**config.mk**
```make
export PLATFORM = sky130hd
export DESIGN_NAME = mgmt_master
export DESIGN_NICKNAME = d
export VERILOG_FILES = /design/src/rtl/mgmt_pkg.sv /design/src/rtl/mgmt_ctrl.sv /design/src/rtl/mgmt_datapath.sv /design/src/rtl/mgmt_master.sv
export SDC_FILE = /design/constraint.sdc
export NUM_CORES = 1
export LEC_CHECK = 0
export BUFFER_PORTS_ARGS = -buffer_cell sky130_fd_sc_hd__buf_2
export CORE_MARGIN = 3
export CORE_UTILIZATION = 50
export CTS_CLUSTER_SIZE = 16
export DETAILED_ROUTE_END_ITERATION = 10
export PLACE_DENSITY = 0.82
export REMOVE_ABC_BUFFERS = 1
export SETUP_SLACK_MARGIN = 0.2
export SLEW_MARGIN = 15
export SYNTH_ARGS = -nofsm -noshare
export SYNTH_HDL_FRONTEND = slang
export SYNTH_HIERARCHICAL = 1
export SYNTH_SLANG_ARGS = --single-unit
```
**constraint.sdc**
```tcl
create_clock -name clk -period 3.2 [get_ports clk]
set_clock_uncertainty 0.2 [all_clocks]
set_input_delay 0.32 -clock clk [delete_from_list [all_inputs] [get_ports clk]]
set_output_delay 0.32 -clock clk [all_outputs]
set_load 0.02 [all_outputs]
```
**src/rtl/mgmt_pkg.sv**
```systemverilog
package mgmt_pkg;
  localparam int FRAME_BITS = 32;
  localparam int PRE_BITS   = 32;
  localparam int DATA_BITS  = 16;
  localparam int EVT_BIT    = 23;

  localparam logic [1:0] ADDR_FRAME = 2'd0;
  localparam logic [1:0] ADDR_SPEED = 2'd1;
  localparam logic [1:0] ADDR_EVENT = 2'd2;
  localparam logic [1:0] ADDR_MASK  = 2'd3;

  localparam logic [1:0] OP_READ = 2'b10;

  typedef enum logic [1:0] {
    ST_IDLE  = 2'd0,
    ST_PRE   = 2'd1,
    ST_FRAME = 2'd2
  } mgmtState_e;

  typedef struct packed {
    logic load;      // capture frame into shifter
    logic shift;     // advance to next frame bit
    logic sample;    // capture mdioIn into data field
    logic done;      // last frame bit finished
    logic drvOne;    // preamble phase
    logic frameAct;  // frame phase
  } mgmtStrobe_t;
endpackage

```
**src/rtl/mgmt_ctrl.sv**
```systemverilog
module mgmt_ctrl
  import mgmt_pkg::*;
#(
  parameter int DIV_W = 6
) (
  input  logic             clk,
  input  logic             rstN,
  input  logic             dataWr,
  input  logic [1:0]       opField,
  input  logic [DIV_W-1:0] divisor,
  input  logic             preDis,
  output mgmtStrobe_t      st,
  output logic             busy,
  output logic             mdc,
  output logic             mdioOe
);
  localparam int MAXB  = (FRAME_BITS > PRE_BITS) ? FRAME_BITS : PRE_BITS;
  localparam int CNT_W = $clog2(MAXB);
  localparam logic [CNT_W-1:0] FRAME_LAST = CNT_W'(FRAME_BITS - 1);
  localparam logic [CNT_W-1:0] PRE_LAST   = CNT_W'(PRE_BITS - 1);
  localparam logic [CNT_W-1:0] TA2_POS    = CNT_W'(DATA_BITS);

  mgmtState_e       state;
  logic [DIV_W-1:0] phaseCnt;
  logic [CNT_W-1:0] bitCnt;
  logic             mdcQ;
  logic             isRead;
  logic             start, phaseEnd, riseNow, slotEnd;

  assign busy     = (state != ST_IDLE);
  assign start    = dataWr && !busy && (divisor != '0);
  assign phaseEnd = busy && (phaseCnt >= divisor - 1'b1);
  assign riseNow  = phaseEnd && !mdcQ;
  assign slotEnd  = phaseEnd && mdcQ;

  always_ff @(posedge clk or negedge rstN) begin
    if (!rstN) begin
      state    <= ST_IDLE;
      phaseCnt <= '0;
      bitCnt   <= '0;
      mdcQ     <= 1'b0;
      isRead   <= 1'b0;
    end else if (start) begin
      state    <= preDis ? ST_FRAME : ST_PRE;
      bitCnt   <= preDis ? FRAME_LAST : PRE_LAST;
      phaseCnt <= '0;
      mdcQ     <= 1'b0;
      isRead   <= (opField == OP_READ);
    end else if (busy) begin
      if (phaseEnd) begin
        phaseCnt <= '0;
        mdcQ     <= ~mdcQ;
        if (mdcQ) begin
          if (bitCnt != '0) begin
            bitCnt <= bitCnt - 1'b1;
          end else if (state == ST_PRE) begin
            state  <= ST_FRAME;
            bitCnt <= FRAME_LAST;
          end else begin
            state <= ST_IDLE;
          end
        end
      end else begin
        phaseCnt <= phaseCnt + 1'b1;
      end
    end
  end

  always_comb begin
    st          = '0;
    st.load     = start;
    st.drvOne   = (state == ST_PRE);
    st.frameAct = (state == ST_FRAME);
    st.shift    = slotEnd && st.frameAct && (bitCnt != '0);
    st.done     = slotEnd && st.frameAct && (bitCnt == '0);
    st.sample   = riseNow && st.frameAct && isRead && (bitCnt < TA2_POS);
  end

  assign mdc    = mdcQ;
  assign mdioOe = st.drvOne || (st.frameAct && !(isRead && bitCnt <= TA2_POS));

  // an idle link with zero divisor never starts
  p_off_stays_idle_r4: assert property (@(posedge clk) disable iff (!rstN)
    (!busy && divisor == '0) |=> !busy);
  // completion returns the controller to idle
  p_done_ends_r7: assert property (@(posedge clk) disable iff (!rstN)
    st.done |=> !busy);
  // clock only toggles while a transfer runs
  p_mdc_idle_low_r3: assert property (@(posedge clk) disable iff (!rstN)
    !busy |-> !mdc);
endmodule

```
**src/rtl/mgmt_datapath.sv**
```systemverilog
module mgmt_datapath
  import mgmt_pkg::*;
#(
  parameter int DIV_W = 6
) (
  input  logic             clk,
  input  logic             rstN,
  input  logic             regWe,
  input  logic [1:0]       regAddr,
  input  logic [31:0]      regWdata,
  input  logic             mdioIn,
  input  mgmtStrobe_t      st,
  input  logic             busy,
  output logic [31:0]      regRdata,
  output logic             mdioOut,
  output logic             irq,
  output logic [DIV_W-1:0] divisor,
  output logic             preDis
);
  logic [FRAME_BITS-1:0] frameReg;
  logic [FRAME_BITS-1:0] shiftReg;
  logic                  eventBit;
  logic                  maskBit;
  logic                  wrFrame, wrSpeed, wrEvent, wrMask;

  assign wrFrame = regWe && (regAddr == ADDR_FRAME);
  assign wrSpeed = regWe && (regAddr == ADDR_SPEED);
  assign wrEvent = regWe && (regAddr == ADDR_EVENT);
  assign wrMask  = regWe && (regAddr == ADDR_MASK);

  always_ff @(posedge clk or negedge rstN) begin
    if (!rstN) begin
      frameReg <= '0;
    end else if (wrFrame && !busy) begin
      frameReg <= regWdata;
    end else if (st.sample) begin
      frameReg[DATA_BITS-1:0] <= {frameReg[DATA_BITS-2:0], mdioIn};
    end
  end

  always_ff @(posedge clk or negedge rstN) begin
    if (!rstN) begin
      shiftReg <= '0;
    end else if (st.load) begin
      shiftReg <= regWdata;
    end else if (st.shift) begin
      shiftReg <= {shiftReg[FRAME_BITS-2:0], 1'b0};
    end
  end

  always_ff @(posedge clk or negedge rstN) begin
    if (!rstN) begin
      divisor <= '0;
      preDis  <= 1'b0;
      maskBit <= 1'b0;
    end else begin
      if (wrSpeed) begin
        divisor <= regWdata[DIV_W:1];
        preDis  <= regWdata[DIV_W+1];
      end
      if (wrMask) maskBit <= regWdata[EVT_BIT];
    end
  end

  always_ff @(posedge clk or negedge rstN) begin
    if (!rstN) begin
      eventBit <= 1'b0;
    end else if (st.done) begin
      eventBit <= 1'b1;
    end else if (wrEvent && regWdata[EVT_BIT]) begin
      eventBit <= 1'b0;
    end
  end

  always_comb begin
    regRdata = '0;
    unique case (regAddr)
      ADDR_FRAME: regRdata = frameReg;
      ADDR_SPEED: begin
        regRdata[DIV_W:1]  = divisor;
        regRdata[DIV_W+1]  = preDis;
      end
      ADDR_EVENT: regRdata[EVT_BIT] = eventBit;
      default:    regRdata[EVT_BIT] = maskBit;
    endcase
  end

  assign mdioOut = st.frameAct ? shiftReg[FRAME_BITS-1] : st.drvOne;
  assign irq     = eventBit && maskBit;

  // completion sets the event flag
  p_event_set_r7: assert property (@(posedge clk) disable iff (!rstN)
    st.done |=> eventBit);
  // write-one clears when no completion collides
  p_event_w1c_r7: assert property (@(posedge clk) disable iff (!rstN)
    (wrEvent && regWdata[EVT_BIT] && !st.done) |=> !eventBit);
  // frame writes during a transfer leave the register alone
  p_busy_ignore_r9: assert property (@(posedge clk) disable iff (!rstN)
    (wrFrame && busy && !st.sample) |=> $stable(frameReg));
endmodule

```
**src/rtl/mgmt_master.sv**
```systemverilog
module mgmt_master
  import mgmt_pkg::*;
#(
  parameter int DIV_W = 6
) (
  input  logic        clk,
  input  logic        rstN,
  input  logic        regWe,
  input  logic [1:0]  regAddr,
  input  logic [31:0] regWdata,
  output logic [31:0] regRdata,
  output logic        mdc,
  output logic        mdioOut,
  output logic        mdioOe,
  input  logic        mdioIn,
  output logic        irq
);
  mgmtStrobe_t      st;
  logic             busy;
  logic [DIV_W-1:0] divisor;
  logic             preDis;
  logic             dataWr;

  assign dataWr = regWe && (regAddr == ADDR_FRAME);

  mgmt_ctrl #(.DIV_W(DIV_W)) uCtrl (
    .clk(clk), .rstN(rstN), .dataWr(dataWr), .opField(regWdata[29:28]),
    .divisor(divisor), .preDis(preDis), .st(st), .busy(busy),
    .mdc(mdc), .mdioOe(mdioOe)
  );

  mgmt_datapath #(.DIV_W(DIV_W)) uDp (
    .clk(clk), .rstN(rstN), .regWe(regWe), .regAddr(regAddr),
    .regWdata(regWdata), .mdioIn(mdioIn), .st(st), .busy(busy),
    .regRdata(regRdata), .mdioOut(mdioOut), .irq(irq),
    .divisor(divisor), .preDis(preDis)
  );

  // data line holds still through the high phase of MDC
  p_mdio_stable_r11: assert property (@(posedge clk) disable iff (!rstN)
    (mdc && $past(mdc)) |-> $stable(mdioOut));
  // sampling happens only with the line released
  p_release_r5: assert property (@(posedge clk) disable iff (!rstN)
    st.sample |-> !mdioOe);
endmodule

```
==> qor.yml, run 1 <==
switching_power_mw: 1.67
rows: 34
wl_mm: 11.1
critPathMaxFanout: 8
required_ns: 3.25
cp-end-kind: "register"
power_frac_seq: 0.435
yosys_warnings: 6
switching_share: 0.362
yosysUniqueCellTypes: 54
ys_ff_latch: 88
ir_drop_mv: 0.425
maxSlewViolCount: 0
grt_setup_unrepaired: "true"
antennaDiodeCount: 0
cts_buffer_depth: 2
coreArea_mm2: 0.00889
grt_pass1_wl_mm: 17.2
setup_slack_ns: 0.0606
power.density_mw_per_mm2: 791
area_growth_pct: 25.2
avgSynthCellArea_um2: 11.0
drive_gt1_frac: 0.342
place_ws_ns: 0.0240
clk_pin_slew_ns: 0.09
grtUsageTotal: 0.208
hp-class: "in2reg"
fin_hold_ws_ns: 0.00718
dp_hpwl_mm: 6.81
cap_violations: 0
synth_edf_count: 0
fin_cells: 643
post-route-min-period_ns: 3.14
overflow: 0
status: "finished clean"
path_class: "reg2reg"
comb_power_share: 0.392
clkSinkCount: 88
tightestPinTransition_ns: 0.798
start_util: 0.525
nets: 578
grt_pass1_vias: 3603
io_pins: 74
gp_congestion: 0.890
drc: 0
cts.htree.levels: 3
setup_violations: 0
cts_tree: "yes"
clkLatencyLatePin_ns: 0.36
antenna_found_initial: 0
placed_area_mm2: 0.00515
clockPowerShare: 0.174
ys.flop_type: "dfrtp_1"
synth_top_area_cell: "dfrtp_1"
wl_per_cell_um: 17.2
drt_iter0_markers: 236
via_per_inst: 5.55
final_hold_viol_count: 0
route.vias.total: 3568
async_reset_ff_frac: 1.00
design_area_mm2: 0.00584
dp_cells: 592
synth_area_mm2: 0.00467
grt_max_degree: 89
critPathLaunchType: "register"
ant_nets: 0
die_y_um: 103
synthTopCellsByArea: "dfrtp_1 (47%), mux2_2 (14%), mux2i_1 (8.4%), o21ai_0 (3.8%), nand2_1 (3.6%)"
layout_common_cells: "dfrtp_1 (88), buf_2 (72), nand2_1 (45)"
portBuffers: 73
netlist.area_leader.share: 0.472
arrival_ns: 3.19
slew_headroom: 0.468
syn_inst: 423
timing.fmax_mhz: 319
yosysSeqAreaShare: 0.472
numCtsBuffers: 9
clockRootBuffer: "clkbuf_8"
finalCritPeriodShare: 0.981
layout_commonest_cell: "dfrtp_1"
power_mw: 4.62
p_leak_nw: 2.65
die_w_um: 103
intPower_mw: 2.95
dr.pass1.iters: 5
die_area_mm2: 0.0105
[sequential cells by signal (all words and copies together), names as in the netlist]
signal	flops
uCtrl/mdc	1
uCtrl/phaseCnt	6
uDp/frameReg	32
uDp/preDis	1
uCtrl/bitCnt	5
uDp/maskBit	1
uCtrl/state	2
uDp/shiftReg	32
uCtrl/isRead	1
uDp/eventBit	1
uDp/divisor	6
[synthesized netlist by cell type, types with 2 or more instances]
master,n
a21o_1,5
a21oi_1,7
a311oi_1,3
a31oi_1,2
and2_1,25
and3_1,2
buf_2,7
buf_4,2
buf_6,3
clkbuf_1,10
dfrtp_1,88
ha_1,10
inv_1,9
mux2_1,2
mux2_2,56
mux2i_1,39
nand2_1,45
nand2b_1,5
nand3_1,4
nand3b_1,2
nor2_1,20
nor2_2,2
nor3_1,4
nor4b_1,2
o21ai_0,35
o21ai_1,2
o22ai_1,2
o31ai_1,2
xnor2_1,3
[layout make-up]
type | instances | area, um^2
Inverter | 10 | 40.0
Timing Repair Buffer | 118 | 858
Multi-Input combinational cell | 303 | 2400
Clock inverter | 5 | 63.8
Clock buffer | 11 | 141
Tap cell | 108 | 135
Fill cell | 632 | 3050
Sequential cell | 88 | 2200
[cell families after synthesis]
group / count (synthesis) / synth area share
adders and majority gates: 10 / 0.0268
DFF: 88 / 0.472
xor gates and xnor gates: 4 / 0.00751
muxes: 97 / 0.224
and+or+nand+nor: 122 / 0.140
AOI/OAI and AO/OA: 70 / 0.0952
buffers and inverters: 32 / 0.0346
[power by group through the flow]
stage	combinational [mW]	sequential [mW]	clock, mW
after global routing	1.99	2.07	0.865
after floorplan	1.20	1.89	0
after detailed placement	1.61	2.00	0
final	1.81	2.01	0.802
after global placement	1.52	1.97	0
after CTS	1.71	1.99	0.813
[path summary, 6_finish.rpt]
path / startpoint / to / slack, ns / depth (start not counted)
worst max-delay path: uDp/divisor[2]$_DFFE_PN0P_ / uDp/frameReg[3]$_DFFE_PN0P_ / 0.06 / 11
worst min-delay path: regWdata[1] / uDp/shiftReg[1]$_DFFE_PN0P_ / 0.007 / 3
worst max register to register: uDp/divisor[2]$_DFFE_PN0P_ / uDp/frameReg[3]$_DFFE_PN0P_ / 0.06 / 11
worst min register to register: uDp/frameReg[27]$_DFFE_PN0P_ / uDp/frameReg[27]$_DFFE_PN0P_ / 0.30 / 1
max in group asynchronous: rstN / uDp/frameReg[5]$_DFFE_PN0P_ / 1.86 / 2
min in group asynchronous: rstN / uCtrl/bitCnt[1]$_DFFE_PN0P_ / 0.37 / 2
[layer usage]
metal | track usage | routed length, um | vias to the layer above | share of wire
li1 | - | - | 1702 | -
met1 | 0.259 | 4680 | 1748 | 0.42
met2 | 0.365 | 5650 | 105 | 0.51
met3 | 0.0419 | 602 | 13 | 0.054
met4 | 0.0595 | 146 | 0 | 0.013
met5 | 0 | 0 | - | 0
[metrics by stage]
stage | utilization | setup TNS [ns]
after floorplan | - | -12.65
after global placement | 0.579 | 0
after detailed placement | 0.579 | 0
after CTS | 0.644 | 0
after global routing | 0.657 | -0.740
final | 0.657 | 0
[critical path: stages, from the launching register on]
cell      delay (ns)
dfrtp_1         0.39
or3_4           0.42
nor3_4          0.14
xnor2_1         0.09
ha_1            0.32
o211ai_1        0.14
nor2_1          0.19
a21o_1          0.17
and3_4          0.24
buf_12          0.15
mux2_2          0.33
mux2_2          0.26
[repair_timing]
action / CTS / global route
gates cloned: 1 / 3
setup endpoints to repair: 17 / 47
resized for setup: 16 / 16
pin swaps: 1 / 6
hold endpoints to repair: 46 / 0
setup buffers: 3 / 2
hold buffers: 26 / 0
Power figures use the tool's default switching activity.
==> run 2: changes to the inputs <==
--- a/config.mk
+++ b/config.mk
@@ -10,11 +10,9 @@
 export CORE_UTILIZATION = 50
 export CTS_CLUSTER_SIZE = 16
 export DETAILED_ROUTE_END_ITERATION = 10
-export PLACE_DENSITY = 0.82
+export PLACE_DENSITY = 0.81
 export REMOVE_ABC_BUFFERS = 1
-export SETUP_SLACK_MARGIN = 0.2
 export SLEW_MARGIN = 15
 export SYNTH_ARGS = -nofsm -noshare
 export SYNTH_HDL_FRONTEND = slang
-export SYNTH_HIERARCHICAL = 1
 export SYNTH_SLANG_ARGS = --single-unit
==> run 2 against run 1 <==
Against the previous run: sequential cell count unchanged; highest routed layer unchanged; setup slack improved by 0.15 ns; wire length increased by 19%; die area increased by 3.4%; cell count increased by 14%; design area decreased by 2.5%; first-iteration DRC count increased to 2.6 times the previous value; sequential power decreased by 32%; count of clock-buffer cells in the layout unchanged; synthesized cell count increased by 23%; maximum frequency increased by 5.1%.
==> qor.yml, run 2 <==
die_y_um: 104
cts_buffer_depth: 2
status: "finished clean"
ys.flop_type: "dfrtp_1"
wl_per_cell_um: 18.0
synth_area_mm2: 0.00483
numCtsBuffers: 9
ys_ff_latch: 88
nets: 646
dp_hpwl_mm: 8.63
path_class: "reg2reg"
rows: 35
clk_pin_slew_ns: 0.10
finalCritPeriodShare: 0.933
critPathLaunchType: "register"
dr.pass1.iters: 6
synthTopCellsByArea: "dfrtp_1 (46%), a221o_1 (9.5%), nand2_1 (6.1%), and2_1 (4.8%), nand3_1 (4.6%)"
cts_tree: "yes"
grt_setup_unrepaired: "false"
ir_drop_mv: 0.301
io_pins: 74
overflow: 0
grt_pass1_wl_mm: 22.5
dp_cells: 699
grtUsageTotal: 0.248
post-route-util: 0.611
slew_headroom: 0.328
yosys_warnings: 0
yosysUniqueCellTypes: 47
layout_common_cells: "dfrtp_1 (88), nand2_1 (78), buf_2 (72)"
wl_mm: 13.2
hp-class: "in2reg"
tightestPinTransition_ns: 1.01
synthTopCellsByCount: "dfrtp_1 (88), nand2_1 (78), a221o_1 (46), nand3_1 (44), and2_1 (37)"
portBuffers: 73
avgSynthCellArea_um2: 9.28
fin_cells: 732
gp_congestion: 0.855
place_ws_ns: 0.173
yosysSeqAreaShare: 0.456
ant_nets: 0
start_util: 0.518
async_reset_ff_frac: 1.00
required_ns: 3.24
power.density_mw_per_mm2: 520
timing.fmax_mhz: 335
grt_max_degree: 47
top_regs: "uDp.frameReg (32), uDp.shiftReg (32)"
arrival_ns: 3.03
area_growth_pct: 17.8
clkLatencyLatePin_ns: 0.36
grt_pass1_vias: 4617
coreArea_mm2: 0.00933
drc: 0
via_per_inst: 6.18
die_w_um: 104
netlist.area_leader.share: 0.456
cap_violations: 0
post-route-min-period_ns: 2.99
clockRootBuffer: "clkbuf_8"
die_area_mm2: 0.0109
synth_edf_count: 0
cts.htree.levels: 3
drive_gt1_frac: 0.207
antennaDiodeCount: 0
synth_top_area_cell: "dfrtp_1"
setup_violations: 0
syn_inst: 521
layout_commonest_cell: "dfrtp_1"
finalSetupTns_ns: 0
antenna_found_initial: 0
clkSinkCount: 88
synth.most_common_cell: "dfrtp_1"
setup_slack_ns: 0.214
final_hold_viol_count: 0
maxSlewViolCount: 0
route.vias.total: 4526
cp-end-kind: "register"
p_leak_nw: 2.67
critPathMaxFanout: 32
drt_iter0_markers: 616
==> run 2: cell count changes in the layout (fill, tap and decap cells not counted), sizes merged, moves of 30 or more <==
cell / previous run / this run
a221o: 1 / 46
and2: 25 / 58
mux2: 58 / 8
mux2i: 39 / 9
nand2: 45 / 79
nand3: 5 / 44
nor3: 4 / 37
o21ai: 37 / 6
==> run 2: area by class of cell <==
class,instances,area (um^2)
Clock buffer,11,141
Multi-Input combinational cell,381,2420
Inverter,8,30.0
Fill cell,751,3630
Tap cell,129,161
Sequential cell,88,2200
Clock inverter,5,42.5
Timing Repair Buffer,110,701
==> run 2: worst paths after layout <==
path / depth (start not counted) / start / slack (ns) / to
worst max register to register: 9 / uDp.divisor[2]$_DFFE_PN0P_ / 0.21 / uDp.shiftReg[11]$_DFFE_PN0P_
worst min register to register: 2 / uDp.frameReg[16]$_DFFE_PN0P_ / 0.27 / uDp.frameReg[16]$_DFFE_PN0P_
worst min-delay path: 2 / mdioIn / 0.02 / uDp.frameReg[0]$_DFFE_PN0P_
worst max-delay path: 9 / uDp.divisor[2]$_DFFE_PN0P_ / 0.21 / uDp.shiftReg[11]$_DFFE_PN0P_
max in group asynchronous: 3 / rstN / 1.75 / uDp.frameReg[15]$_DFFE_PN0P_
min in group asynchronous: 2 / rstN / 0.31 / uCtrl.phaseCnt[0]$_DFFE_PN0P_
==> run 2: per-layer routing <==
metal	global-route usage	wire, um	vias up
li1	-	-	2022
met1	0.338	5530	2239
met2	0.399	6290	225
met3	0.0435	983	40
met4	0.0845	355	0
met5	0	0	-
==> run 2: metrics by stage <==
stage	total power [mW]	hold slack (ns)	instance area, um^2
3_3_place_gp	2.15	0.167	5340
4_1_cts	2.93	0.00886	5690
6_report	2.96	0.0160	5700
5_1_grt	3.12	0.00897	5700
2_1_floorplan	1.84	-0.176	4630
3_5_place_dp	2.20	0.165	5340
==> run 2: kinds of logic after synthesis <==
group                      share of synthesized area
DFF                                            0.456
muxes                                         0.0373
and+or+nand+nor                                0.267
adders and majority gates                     0.0259
buffers and inverters                         0.0479
xor gates and xnor gates                     0.00725
AOI/OAI and AO/OA                              0.159
==> run 2: report_power, final <==
| part | internal [mW] | switching [mW] |
|---|---|---|
| Combinational | 0.319 | 0.536 |
| Clock | 0.310 | 0.424 |
| Sequential | 1.21 | 0.162 |
| Total | 1.84 | 1.12 |
==> run 2: critical path, stage by stage (launching register included) <==
cell      delay [ns]
dfrtp_1         0.45
nor3_1          0.31
nand3_1         0.16
xor2_1          0.17
ha_1            0.31
nand4_1         0.15
o221ai_2        0.29
nand4_1         0.13
buf_4           0.31
a221o_1         0.37
==> run 2: timing repair <==
action                     CTS  global route
hold endpoints to repair    61             0
setup buffers                0             0
hold buffers                17             0
setup endpoints to repair    0            31
gates resized for setup      0             1
==> run 3: changes to the inputs <==
--- a/config.mk
+++ b/config.mk
@@ -6,11 +6,13 @@
 export NUM_CORES = 1
 export LEC_CHECK = 0
 export BUFFER_PORTS_ARGS = -buffer_cell sky130_fd_sc_hd__buf_2
+export CELL_PAD_IN_SITES_DETAIL_PLACEMENT = 0
+export CELL_PAD_IN_SITES_GLOBAL_PLACEMENT = 2
 export CORE_MARGIN = 3
-export CORE_UTILIZATION = 50
+export CORE_UTILIZATION = 32
 export CTS_CLUSTER_SIZE = 16
 export DETAILED_ROUTE_END_ITERATION = 10
-export PLACE_DENSITY = 0.81
+export PLACE_DENSITY = 0.83
 export REMOVE_ABC_BUFFERS = 1
 export SLEW_MARGIN = 15
 export SYNTH_ARGS = -nofsm -noshare
==> run 3 against run 2 <==
Against the previous run: register-to-register slack worse by 0.02 ns; maximum frequency decreased by 0.63%; combinational power up 3.0%; sequential share of layout area fell by 0.81 points; critical path depth did not move; core utilization shrank 21 points; highest routed layer unchanged; global-route usage decreased by 7.7 points; sequential power hardly changed.
==> qor.yml, run 3 (synthesized netlist as in run 2, its figures left out) <==
cts.htree.levels: 3
ff_latch_area_mm2: 0.00220
clkLatencyLatePin_ns: 0.35
cts_tree: "yes"
drive_gt1_frac: 0.200
cts_setup_buffers: 0
path_class: "reg2reg"
p_leak_nw: 2.70
clockRootBuffer: "clkbuf_16"
die_y_um: 129
arrival_ns: 3.07
area_growth_pct: 20.4
layout_common_cells: "dfrtp_1 (88), nand2_1 (78), buf_2 (72)"
dp_cells: 748
min_delay_path_depth: 3
numCtsBuffers: 9
status: "finished clean"
start_util: 0.330
post-route-util: 0.397
top_regs: "uDp.frameReg (32), uDp.shiftReg (32)"
layout_commonest_cell: "dfrtp_1"
hp-class: "in2reg"
clk_pin_slew_ns: 0.06
setup_violations: 0
grtUsageTotal: 0.170
slew_headroom: 0.371
via_per_inst: 5.49
finalCritPeriodShare: 0.939
coreArea_mm2: 0.0146
ir_drop_mv: 0.251
critPathMaxFanout: 12
fin_cells: 780
rows: 44
route.vias.total: 4284
dp_hpwl_mm: 8.81
die_area_mm2: 0.0166
timing.fmax_mhz: 333
io_pins: 74
drt_iter0_markers: 238
grt_pass1_vias: 4337
wl_per_cell_um: 17.6
required_ns: 3.27
multi_input_area_mm2: 0.00242
cp-end-kind: "register"
antenna_found_initial: 0
reg2reg_depth: 9
cap_violations: 0
nets: 639
cts_buffer_depth: 2
drc: 0
overflow: 0
gp_congestion: 0.809
maxSlewViolCount: 0
tightestPinTransition_ns: 0.944
post-route-min-period_ns: 3.01
critPathLaunchType: "register"
grt_setup_unrepaired: "false"
ant_nets: 0
dr.pass1.iters: 5
wl_mm: 13.7
die_w_um: 129
power.density_mw_per_mm2: 552
grt_pass1_wl_mm: 22.7
clkSinkCount: 88
grt_max_degree: 58
antennaDiodeCount: 0
portBuffers: 73
num-fill-cells: 1465
final_hold_viol_count: 0
==> run 3: cell count changes in the layout (fill, tap and decap cells not counted), sizes merged <==
cell	before	now
dlygate4sd3	17	16
clkinvlp	1	3
buf	93	87
clkinv	4	2
==> run 3: path summary, 6_finish.rpt <==
| path | endpoint | startpoint | slack [ns] |
|---|---|---|---|
| worst max register to register | uCtrl.phaseCnt[5]$_DFFE_PN0P_ | uDp.divisor[2]$_DFFE_PN0P_ | 0.19 |
| min in group asynchronous | uDp.frameReg[19]$_DFFE_PN0P_ | rstN | 0.39 |
| max in group asynchronous | uDp.frameReg[12]$_DFFE_PN0P_ | rstN | 1.74 |
| worst min-delay path | uDp.frameReg[28]$_DFFE_PN0P_ | regWdata[28] | 0.02 |
| worst min register to register | uDp.frameReg[27]$_DFFE_PN0P_ | uDp.frameReg[27]$_DFFE_PN0P_ | 0.26 |
| worst max-delay path | uCtrl.phaseCnt[5]$_DFFE_PN0P_ | uDp.divisor[2]$_DFFE_PN0P_ | 0.19 |
==> run 3: layer usage <==
| metal | vias to the layer above | GRT usage | wire length (um) |
|---|---|---|---|
| met2 | 113 | 0.279 | 6760 |
| met1 | 2149 | 0.229 | 6230 |
| met4 | 0 | 0.0630 | 137 |
| li1 | 2012 | - | - |
| met3 | 10 | 0.0245 | 610 |
| met5 | - | 0 | 0 |
==> run 3: repair_timing <==
action,4_1_cts,5_1_grt
hold endpoints to repair,71,0
resized for setup,1,0
hold buffers,16,0
endpoints found under the setup margin,15,0
==> run 3: area by class of cell <==
class | count | area share
Multi-Input combinational cell | 381 | 0.416
Sequential cell | 88 | 0.378
Timing Repair Buffer | 103 | 0.113
Clock buffer | 11 | 0.0417
Tap cell | 184 | 0.0396
Clock inverter | 5 | 0.00559
Inverter | 8 | 0.00516
==> run 3: metrics by stage <==
stage / cell area, um^2 / worst slack (ns) / setup TNS [ns] / power, mW / hold slack (ns)
after floorplan: 4630 / -0.794 / -26.55 / 1.84 / -0.176
after global placement: 5380 / 0.171 / 0 / 2.19 / 0.250
after detailed placement: 5380 / -0.00404 / -0.00595 / 2.22 / 0.251
after CTS: 5820 / 0.188 / 0 / 3.24 / 0.00796
after global routing: 5820 / 0.0507 / 0 / 3.39 / 0.0235
final: 5820 / 0.195 / 0 / 3.21 / 0.0177
==> run 3: critical path: stages, from the launching register on <==
cell and delay (ns):
dfrtp_1 0.45, nor3_1 0.31, nand3_1 0.15, xor2_1 0.16
ha_1 0.31, a21oi_1 0.23, o221ai_1 0.23, buf_4 0.25
or4_1 0.51, a31oi_1 0.13
==> run 3: report_power, final <==
part	switching [mW]	internal, mW	leakage [nW]
Sequential	0.125	1.21	1.17
Clock	0.450	0.545	0.128
Combinational	0.555	0.325	1.40
